--- config.mk ---
export PLATFORM = sky130hd
export DESIGN_NAME = synth_cfg_seq
export DESIGN_NICKNAME = d
export VERILOG_FILES = /design/src/rtl/synth_cfg_pkg.sv /design/src/rtl/cfg_sclk_div.sv /design/src/rtl/cfg_shifter.sv /design/src/rtl/cfg_script_seq.sv /design/src/rtl/synth_cfg_seq.sv
export SDC_FILE = /design/constraint.sdc
export NUM_CORES = 1
export LEC_CHECK = 0
export CAP_MARGIN = 40
export CORE_MARGIN = 1.5
export CORE_UTILIZATION = 28
export DETAILED_ROUTE_END_ITERATION = 12
export PLACE_DENSITY = 0.5
export SETUP_SLACK_MARGIN = 0.3
export SLEW_MARGIN = 20
export SYNTH_ARGS = -nofsm -noshare
export SYNTH_HDL_FRONTEND = slang
export SYNTH_HIERARCHICAL = 1
export SYNTH_SLANG_ARGS = --single-unit
--- constraint.sdc ---
create_clock -name clk -period 6.3 [get_ports clk]
set_input_delay 1.26 -clock clk [delete_from_list [all_inputs] [get_ports clk]]
set_output_delay 1.26 -clock clk [all_outputs]
set_load 0.03 [all_outputs]
--- src/rtl/synth_cfg_pkg.sv ---
package synth_cfg_pkg;

    localparam int WORD_W       = 24;
    localparam int ADDR_W       = 3;
    localparam int PAY_W        = WORD_W - ADDR_W;
    localparam int SCRIPT_LEN   = 17;
    localparam int SETTLE_AFTER = 1;       // pause follows this script index
    localparam int PAYLOAD_BASE = 'h0A000;

    typedef logic [WORD_W-1:0] cfg_word_t;

    typedef enum logic [2:0] {
        SH_IDLE,
        SH_SETUP,
        SH_HIGH,
        SH_TAIL,
        SH_LATCH
    } shift_state_e;

    typedef enum logic [1:0] {
        SQ_ISSUE,
        SQ_WAIT,
        SQ_SETTLE,
        SQ_READY
    } seq_state_e;

    // Power-up word k: payload in the upper bits, register number in the low bits.
    function automatic cfg_word_t script_word(input int unsigned k);
        logic [PAY_W-1:0]  pay;
        logic [ADDR_W-1:0] reg_no;
        pay    = PAY_W'(PAYLOAD_BASE + k);
        reg_no = ADDR_W'((1 << ADDR_W) - 1 - (k % (1 << ADDR_W)));
        return {pay, reg_no};
    endfunction

endpackage

--- src/rtl/cfg_sclk_div.sv ---
module cfg_sclk_div #(
    parameter int HALF = 4
) (
    input  logic clk,
    input  logic rst,
    input  logic clr,
    output logic tick
);
    localparam int CW = (HALF > 1) ? $clog2(HALF) : 1;

    logic [CW-1:0] cnt;

    assign tick = (cnt == CW'(HALF - 1));

    always_ff @(posedge clk) begin
        if (rst || clr) begin
            cnt <= '0;
        end else if (tick) begin
            cnt <= '0;
        end else begin
            cnt <= cnt + 1'b1;
        end
    end
endmodule

--- src/rtl/cfg_shifter.sv ---
module cfg_shifter
    import synth_cfg_pkg::*;
#(
    parameter int SCLK_HALF = 4
) (
    input  logic      clk,
    input  logic      rst,
    input  logic      start,
    input  cfg_word_t word,
    output logic      busy,
    output logic      commit,
    output logic      done,
    output logic      sclk,
    output logic      sdata,
    output logic      le
);
    localparam int BW = $clog2(WORD_W);

    shift_state_e  state;
    cfg_word_t     sr;
    logic [BW-1:0] bitcnt;
    logic          tick;

    cfg_sclk_div #(.HALF(SCLK_HALF)) u_div (
        .clk  (clk),
        .rst  (rst),
        .clr  (state == SH_IDLE),
        .tick (tick)
    );

    assign busy  = (state != SH_IDLE);
    assign sdata = sr[WORD_W-1];

    always_ff @(posedge clk) begin
        if (rst) begin
            state  <= SH_IDLE;
            sr     <= '0;
            bitcnt <= '0;
            sclk   <= 1'b0;
            le     <= 1'b1;
            commit <= 1'b0;
            done   <= 1'b0;
        end else begin
            commit <= 1'b0;
            done   <= 1'b0;
            case (state)
                SH_IDLE: begin
                    if (start) begin
                        sr     <= word;
                        bitcnt <= '0;
                        le     <= 1'b0;
                        state  <= SH_SETUP;
                    end
                end
                SH_SETUP: begin
                    if (tick) begin
                        sclk  <= 1'b1;
                        state <= SH_HIGH;
                    end
                end
                SH_HIGH: begin
                    if (tick) begin
                        sclk <= 1'b0;
                        if (bitcnt == BW'(WORD_W - 1)) begin
                            state <= SH_TAIL;
                        end else begin
                            bitcnt <= bitcnt + 1'b1;
                            sr     <= sr << 1;
                            state  <= SH_SETUP;
                        end
                    end
                end
                SH_TAIL: begin
                    if (tick) begin
                        le     <= 1'b1;
                        commit <= 1'b1;
                        state  <= SH_LATCH;
                    end
                end
                SH_LATCH: begin
                    if (tick) begin
                        done  <= 1'b1;
                        state <= SH_IDLE;
                    end
                end
                default: state <= SH_IDLE;
            endcase
        end
    end

    // data line steady while the serial clock is high
    p_sdata_stable_r2: assert property (@(posedge clk) disable iff (rst)
        sclk |-> $stable(sdata));

    // serial clock parked low whenever the strobe is high
    p_sclk_low_le_r4: assert property (@(posedge clk) disable iff (rst)
        le |-> !sclk);

    // a commit only follows the full bit count
    p_full_word_r3: assert property (@(posedge clk) disable iff (rst)
        commit |-> (bitcnt == BW'(WORD_W - 1)));

endmodule

--- src/rtl/cfg_script_seq.sv ---
module cfg_script_seq
    import synth_cfg_pkg::*;
#(
    parameter int SETTLE_CYCLES = 1000000
) (
    input  logic      clk,
    input  logic      rst,
    input  logic      wr_req,
    input  cfg_word_t wr_word,
    input  logic      shf_busy,
    input  logic      shf_commit,
    input  logic      shf_done,
    output logic      start,
    output cfg_word_t start_word,
    output logic      init_done,
    output logic      busy
);
    localparam int IW = $clog2(SCRIPT_LEN + 1);
    localparam int SW = $clog2(SETTLE_CYCLES + 1);

    seq_state_e    state;
    logic [IW-1:0] idx;
    logic [SW-1:0] settle_cnt;

    assign busy = (state != SQ_READY) || shf_busy || start;

    always_ff @(posedge clk) begin
        if (rst) begin
            state      <= SQ_ISSUE;
            idx        <= '0;
            settle_cnt <= '0;
            start      <= 1'b0;
            start_word <= '0;
            init_done  <= 1'b0;
        end else begin
            start <= 1'b0;
            if (shf_commit && !init_done && idx == IW'(SCRIPT_LEN - 1)) begin
                init_done <= 1'b1;
            end
            case (state)
                SQ_ISSUE: begin
                    start      <= 1'b1;
                    start_word <= script_word(32'(idx));
                    state      <= SQ_WAIT;
                end
                SQ_WAIT: begin
                    if (shf_done) begin
                        if (idx == IW'(SCRIPT_LEN - 1)) begin
                            state <= SQ_READY;
                        end else if (idx == IW'(SETTLE_AFTER)) begin
                            idx        <= idx + 1'b1;
                            settle_cnt <= '0;
                            state      <= SQ_SETTLE;
                        end else begin
                            idx   <= idx + 1'b1;
                            state <= SQ_ISSUE;
                        end
                    end
                end
                SQ_SETTLE: begin
                    if (settle_cnt == SW'(SETTLE_CYCLES - 1)) begin
                        state <= SQ_ISSUE;
                    end else begin
                        settle_cnt <= settle_cnt + 1'b1;
                    end
                end
                SQ_READY: begin
                    if (wr_req && !shf_busy && !start) begin
                        start      <= 1'b1;
                        start_word <= wr_word;
                    end
                end
                default: state <= SQ_ISSUE;
            endcase
        end
    end

    // ready flag never drops once raised
    p_init_sticky_r7: assert property (@(posedge clk) disable iff (rst)
        init_done |=> init_done);

    // a user word is launched only after the script completed
    p_accept_after_init_r9: assert property (@(posedge clk) disable iff (rst)
        (start && state == SQ_READY) |-> init_done);

    // a launch never lands on an active shifter
    p_start_idle_r10: assert property (@(posedge clk) disable iff (rst)
        start |-> !shf_busy);

    // serial lines stay quiet during the settle pause
    p_settle_quiet_r6: assert property (@(posedge clk) disable iff (rst)
        (state == SQ_SETTLE) |-> (!shf_busy && !start));

endmodule

--- src/rtl/synth_cfg_seq.sv ---
module synth_cfg_seq
    import synth_cfg_pkg::*;
#(
    parameter int SCLK_HALF     = 4,
    parameter int SETTLE_CYCLES = 1000000
) (
    input  logic              clk,
    input  logic              rst,
    input  logic              wr_req,
    input  logic [WORD_W-1:0] wr_word,
    output logic              sclk,
    output logic              sdata,
    output logic              le,
    output logic              busy,
    output logic              init_done
);
    logic      shf_busy;
    logic      shf_commit;
    logic      shf_done;
    logic      start;
    cfg_word_t start_word;

    cfg_script_seq #(.SETTLE_CYCLES(SETTLE_CYCLES)) u_seq (
        .clk        (clk),
        .rst        (rst),
        .wr_req     (wr_req),
        .wr_word    (wr_word),
        .shf_busy   (shf_busy),
        .shf_commit (shf_commit),
        .shf_done   (shf_done),
        .start      (start),
        .start_word (start_word),
        .init_done  (init_done),
        .busy       (busy)
    );

    cfg_shifter #(.SCLK_HALF(SCLK_HALF)) u_shf (
        .clk    (clk),
        .rst    (rst),
        .start  (start),
        .word   (start_word),
        .busy   (shf_busy),
        .commit (shf_commit),
        .done   (shf_done),
        .sclk   (sclk),
        .sdata  (sdata),
        .le     (le)
    );

    // idle line levels while reset is held
    p_reset_lines_r1: assert property (@(posedge clk)
        $past(rst) |-> (le && !sclk && !init_done));

endmodule

==> reports/results.ini, run 1 <==
[detailed_routing]
first_iter_violations = 212
vias_per_cell = 5.21
drc = 0
ant_nets = 0
firstDrtPassIters = 5
wl_um = 10600
vias = 3735
wl_per_cell_um = 14.7

[clocking]
cts_resized = 0
cts-root-buf = clkbuf_16
clock_latency_ps = 350
cts_setup_buffers = 0
cts.sinks = 91
h-tree-depth = 3
cts_tree = done
cts_hold_buf = 0
cts_max_path_buffers = 2
clk_pin_slew_worst_paths_ps = 60
cts_made_buffers = 9

[placement]
gp_congestion = 0.807
dp_hpwl_um = 7290
portBuffers = 31
place_ws_ps = 3040
dp.cells = 702
placedInstanceArea_mm2 = 0.00471

[sta]
maxSlewViolCount = 0
relSlewSlack_pct = 46.2
finalSetupViolCount = 0
fin_ws_ps = 2860
worst_slew_pin_slew_ps = 807
clock.fmax_mhz = 291
timing.final.crit_share_pct = 54.6
period_minus_slack_ps = 3440
skew_ps = 5.61
tns_ps = 0
rsz0062_at_grt = no
hold_violations = 0

[power]
powerDensity_mw_per_mm2 = 273
seqPwrFrac_pct = 47.1
combPwrFrac_pct = 13.0
clockPowerShare_pct = 39.9
internal_power_uw = 1010
power.net_switching_uw = 359
power_uw = 1370
peakVddDrop_mv = 0.130
power.leakage_uw = 0.00163
switching_share_pct = 26.2

[critical_path]
critPathLaunch = u_shf/state[1]
path_buf_inv = 2
crit_required_ps = 5040
crit_chain = nor3_1 > inv_1 > nor2_1 > nand2_1 > clkdlybuf4s50_1
worst_setup_path_end_kind = output pin
path_max_fanout = 13
arrival_ps = 2180
path_class = flop to output pin
critical-path-top-delay-family = buffers and inverters
slowest_stage = clkdlybuf4s50_1
startpoint_type = flop
slowest_delay_ps = 640
reg2reg_slack_ps = 3610
r2r-start = u_seq/state[0]

[grt]
grt_pass1_vias = 3579
grt-ovfl-total = 0
grt_max_degree = 61
grt_pass1_wl_um = 17700
track_usage_pct = 13.8
antenna_found_initial = 0

[yosys]
synthCells = 514
synth_seq_cells = 91
syn-cell-area_mm2 = 0.00427
ys_seq_area_share_pct = 42.6
yosysUniqueCellTypes = 62
yosysWarnings = 6
synth-edff-count = 0
syn-num-nets = 551
synth.avg_cell_area_um2 = 8.32
dominantRegCellSynth = dfxtp_1
async_flop_share_pct = 0

[final_layout]
final_nets = 566
antennaDiodeCount = 0
design_area_mm2 = 0.00501
post_layout_nonfiller_instances = 717
syn_to_final_growth_pct = 17.3
fill_cells = 1506
drive_gt1_share_pct = 6.75

[die]
die_width_um = 127
rows = 44
ios = 32
dieArea_mm2 = 0.0160
core_area_mm2 = 0.0147
die_h_um = 127
initial_core_util_pct = 29.1

[worst_hold_path]
worstHoldStart = u_shf/u_div/cnt[0]
hold_class = flop to flop

[run_status]
status = finished, final reports clean

[job]
drv_cap = 0

[cells in the final DEF (no fill, tap or decap), types with 10 or more instances in the layout]
| cell | n |
|---|---|
| a211oi_1 | 12 |
| dfxtp_1 | 91 |
| a311oi_1 | 23 |
| nand3_1 | 20 |
| clkdlybuf4s50_1 | 30 |
| nor2_1 | 71 |
| nand2_1 | 78 |
| inv_1 | 15 |
| a31oi_1 | 12 |
| a21oi_1 | 19 |
| a22oi_1 | 16 |
| ha_1 | 10 |
[sequential cells by signal, indices dropped and copies added, names as in the netlist, 2 cells and up]
name / count
u_seq/state: 2
u_shf/state: 3
u_seq/settle_cnt: 20
u_seq/start_word: 24
u_shf/sr: 24
u_shf/bitcnt: 5
u_seq/idx: 5
u_shf/u_div/cnt: 2
[cell type report]
cell class | instances | area [um2] | share of cell area (%)
inverters | 15 | 56.3 | 1.12
clock inverters | 5 | 62.6 | 1.25
clock buffers | 10 | 239 | 4.77
multi-input cells | 376 | 2260 | 45.0
flip-flops and latches | 91 | 1820 | 36.3
repair buffers | 36 | 347 | 6.91
well taps | 184 | 230 | 4.59
[worst paths after layout]
path,to,cells after the start
min,u_shf/u_div/cnt[0],1
max,busy,5
min reg2reg,u_shf/u_div/cnt[0],1
max reg2reg,u_seq/settle_cnt[12],6
[power groups by stage]
stage | Combinational (uW) | Clock (uW) | Sequential [uW]
after floorplan | 125 | 0 | 654
after global placement | 173 | 0 | 656
after detailed placement | 180 | 0 | 657
after CTS | 180 | 565 | 644
after global routing | 202 | 591 | 651
final | 178 | 547 | 644
[layer usage]
layer	routed length [um]	global-route usage (%)	vias up
li1	-	-	1910
met1	4980	17.0	1746
met2	5020	23.0	66
met3	373	3.67	13
met4	195	5.48	0
met5	0	0	-
[Yosys cell counts (all sizes together), types with 2 or more instances]
cell type	n	area share [%]
mux2i	6	1.4
buf	12	1.5
a32o	2	0.47
a22oi	16	2.8
o21ai	11	1.3
a31oi	12	1.8
nand3	20	2.3
o32ai	2	0.41
a211oi	13	2.4
dfxtp	91	43
inv	15	1.3
a21o	3	0.53
a21oi	19	2.2
o221a	2	0.53
nand4b	4	0.82
a41oi	3	0.61
nor4b	2	0.70
nand2	78	6.9
nor3	8	0.94
nand4	7	1.0
ha	10	2.9
or3	8	1.3
and4	3	0.64
xor2	2	0.41
or3b	4	0.82
xnor2	2	0.41
and3	4	0.61
or4	3	0.53
nand2b	8	1.2
nor2	72	6.4
nor2b	2	0.29
o211ai	4	0.70
clkbuf	20	1.8
nor4bb	2	0.47
a311oi	23	4.7
nor4	6	1.0
[cell families (layout without fill, tap and decap cells)]
family          Yosys count  after routing  synth area share, %
buf+inv                  47             66                 4.60
simple gates            235            235                 26.8
compound gates          120            120                 20.6
mux                       7              7                 1.67
xor+xnor                  4              4                0.820
flops                    91             91                 42.6
fa+ha+maj                10             10                 2.93
[stage by stage]
step | utilization, % | hold slack (ps)
2_1_floorplan | - | 409
3_3_place_gp | 31.9 | 419
3_5_place_dp | 32.0 | 422
4_1_cts | 34.1 | 434
5_1_grt | 34.1 | 447
6_report | 34.1 | 432
No activity file was read; power rests on OpenSTA's default activity.
==> run 2, diff against run 1 <==
==> constraint.sdc (replaced) <==
create_clock -name clk -period 3.5 [get_ports clk]
set_input_delay 0.7 -clock clk [delete_from_list [all_inputs] [get_ports clk]]
set_output_delay 0.7 -clock clk [all_outputs]
set_load 0.03 [all_outputs]
==> run 2 against run 1 <==
Compared with the run above: clock skew grew 2.7 ps; critical path depth did not move; via count up 2.0%; count of clock-buffer cells in the layout rose by 1; power grew 84%; sequential share of layout area down 0.27 points; utilization is 0.26 points higher; sequential cell count is the same; cell area up 0.75%; register-to-register slack got worse by 2600 ps; die area did not move; largest cell class unchanged.
==> reports/results.ini, run 2 (same netlist as run 1, synthesis figures left out) <==
[clocking]
h-tree-depth = 3
cts-root-buf = clkbuf_16
clock_latency_ps = 350
cts_tree = done
cts_max_path_buffers = 2
cts_made_buffers = 9
cts_setup_buffers = 0
cts_resized = 0
cts_hold_buf = 0
clk_pin_slew_worst_paths_ps = 60
cts.sinks = 91

[placement]
portBuffers = 31
gp_congestion = 0.832
dp_hpwl_um = 7310
place_ws_ps = 941

[sta]
clock.fmax_mhz = 343
finalSetupViolCount = 0
maxSlewViolCount = 0
tns_ps = 0
worst_slew_pin_slew_ps = 674
timing.final.crit_share_pct = 83.4
relSlewSlack_pct = 54.6
period_minus_slack_ps = 2920
hold_violations = 0
rsz0062_at_grt = no
worst_hold_slack_ps = 438
skew_ps = 8.28
fin_ws_ps = 582

[grt]
grt-ovfl-total = 0
grt_pass1_wl_um = 17500
grt_pass1_vias = 3533
antenna_found_initial = 0
grt_max_degree = 51
track_usage_pct = 13.6

[die]
initial_core_util_pct = 29.1
die_h_um = 127
core_area_mm2 = 0.0147
die_width_um = 127
ios = 32
dieArea_mm2 = 0.0160
rows = 44

[detailed_routing]
vias = 3809
wl_um = 10700
ant_nets = 0
drc = 0
wl_per_cell_um = 14.8
firstDrtPassIters = 5
vias_per_cell = 5.28
first_iter_violations = 195

[worst_hold_path]
holdPathEnd = u_shf/u_div/cnt[0]
worstHoldStart = u_shf/u_div/cnt[0]
whs_path_depth = 1
hold_class = flop to flop

[final_layout]
antennaDiodeCount = 0
multi_input_area_mm2 = 0.00226
seq_area_mm2 = 0.00182
final_nets = 569
syn_to_final_growth_pct = 18.1
mostFrequentLayoutCells = dfxtp_1, nand2_1, nor2_1
largestRegisters = u_seq/start_word x24, u_shf/sr x24, u_seq/settle_cnt x20
final_common_cell = dfxtp_1
drive_gt1_share_pct = 7.45
fill_cells = 1512
post-route-util_pct = 34.4

[critical_path]
reg2reg_slack_ps = 1010
crit_required_ps = 2800
slowest_delay_ps = 630
startpoint_type = flop
r2r-end = u_seq/settle_cnt[11]
path_max_fanout = 13
crit_chain = nor3_1 > inv_1 > nor2_1 > nand2_1 > clkdlybuf4s50_1
path_class = flop to output pin
rr_worst_depth = 6
r2r-start = u_seq/state[0]
arrival_ps = 2220
worst_setup_path_end_kind = output pin
slowest_stage = clkdlybuf4s50_1

[power]
power.leakage_uw = 0.00166
powerDensity_mw_per_mm2 = 498
peakVddDrop_mv = 0.209

[job]
drv_cap = 0

[run_status]
status = finished, final reports clean

-- run 2: cell count changes in the layout (fill, tap and decap cells not counted) --
cell        delta
buf_4          +4
buf_6          -1
clkbuf_8       +1
clkinv_4       +1
clkinvlp_4     -2
inv_8          +1
-- run 2: worst max-delay path: cells and delay by family (launching register included) --
family | cells | cell delay [ps]
AND/OR/NAND/NOR | 3 | 750
buffers and inverters | 2 | 710
flip-flops | 1 | 420
-- run 2: metal layers --
layer  GRT usage [%]  wire length, um  vias up
li1                -                -     1913
met1            17.4             5200     1811
met2            21.9             4890       73
met3            3.92              437       12
met4            4.87              172        0
met5               0                0        -
-- run 2: where the power goes --
group / leakage [uW] / switching, uW / internal [uW]
combinational: 0.000761 / 190 / 134
clock: 0.000158 / 429 / 603
sequential: 0.000740 / 48.2 / 1110
total: 0.00166 / 667 / 1850
-- run 2: stage by stage --
step | total power [uW] | area (um2) | std cells
4_1_cts | 2550 | 5040 | 720
2_1_floorplan | 1400 | 4270 | 514
3_3_place_gp | 1500 | 4720 | 704
5_1_grt | 2650 | 5050 | 721
6_report | 2520 | 5050 | 721
3_5_place_dp | 1510 | 4720 | 704
-- run 2: layout make-up --
type	count	share of cell area [%]
multi-input cells	376	44.7
clock inverters	5	1.34
flip-flops and latches	91	36.1
repair buffers	39	7.23
well taps	184	4.56
clock buffers	11	5.00
inverters	15	1.11
-- run 2: worst max-delay path by stage --
stage	from	end	cells after the start
floorplan	u_shf/state[1]	u_seq/start_word[6]	9
global placement	u_shf/state[1]	busy	5
CTS	u_shf/state[1]	busy	5
detailed placement	u_shf/state[1]	busy	5
global route	u_shf/state[1]	busy	5
finish	u_shf/state[1]	busy	5
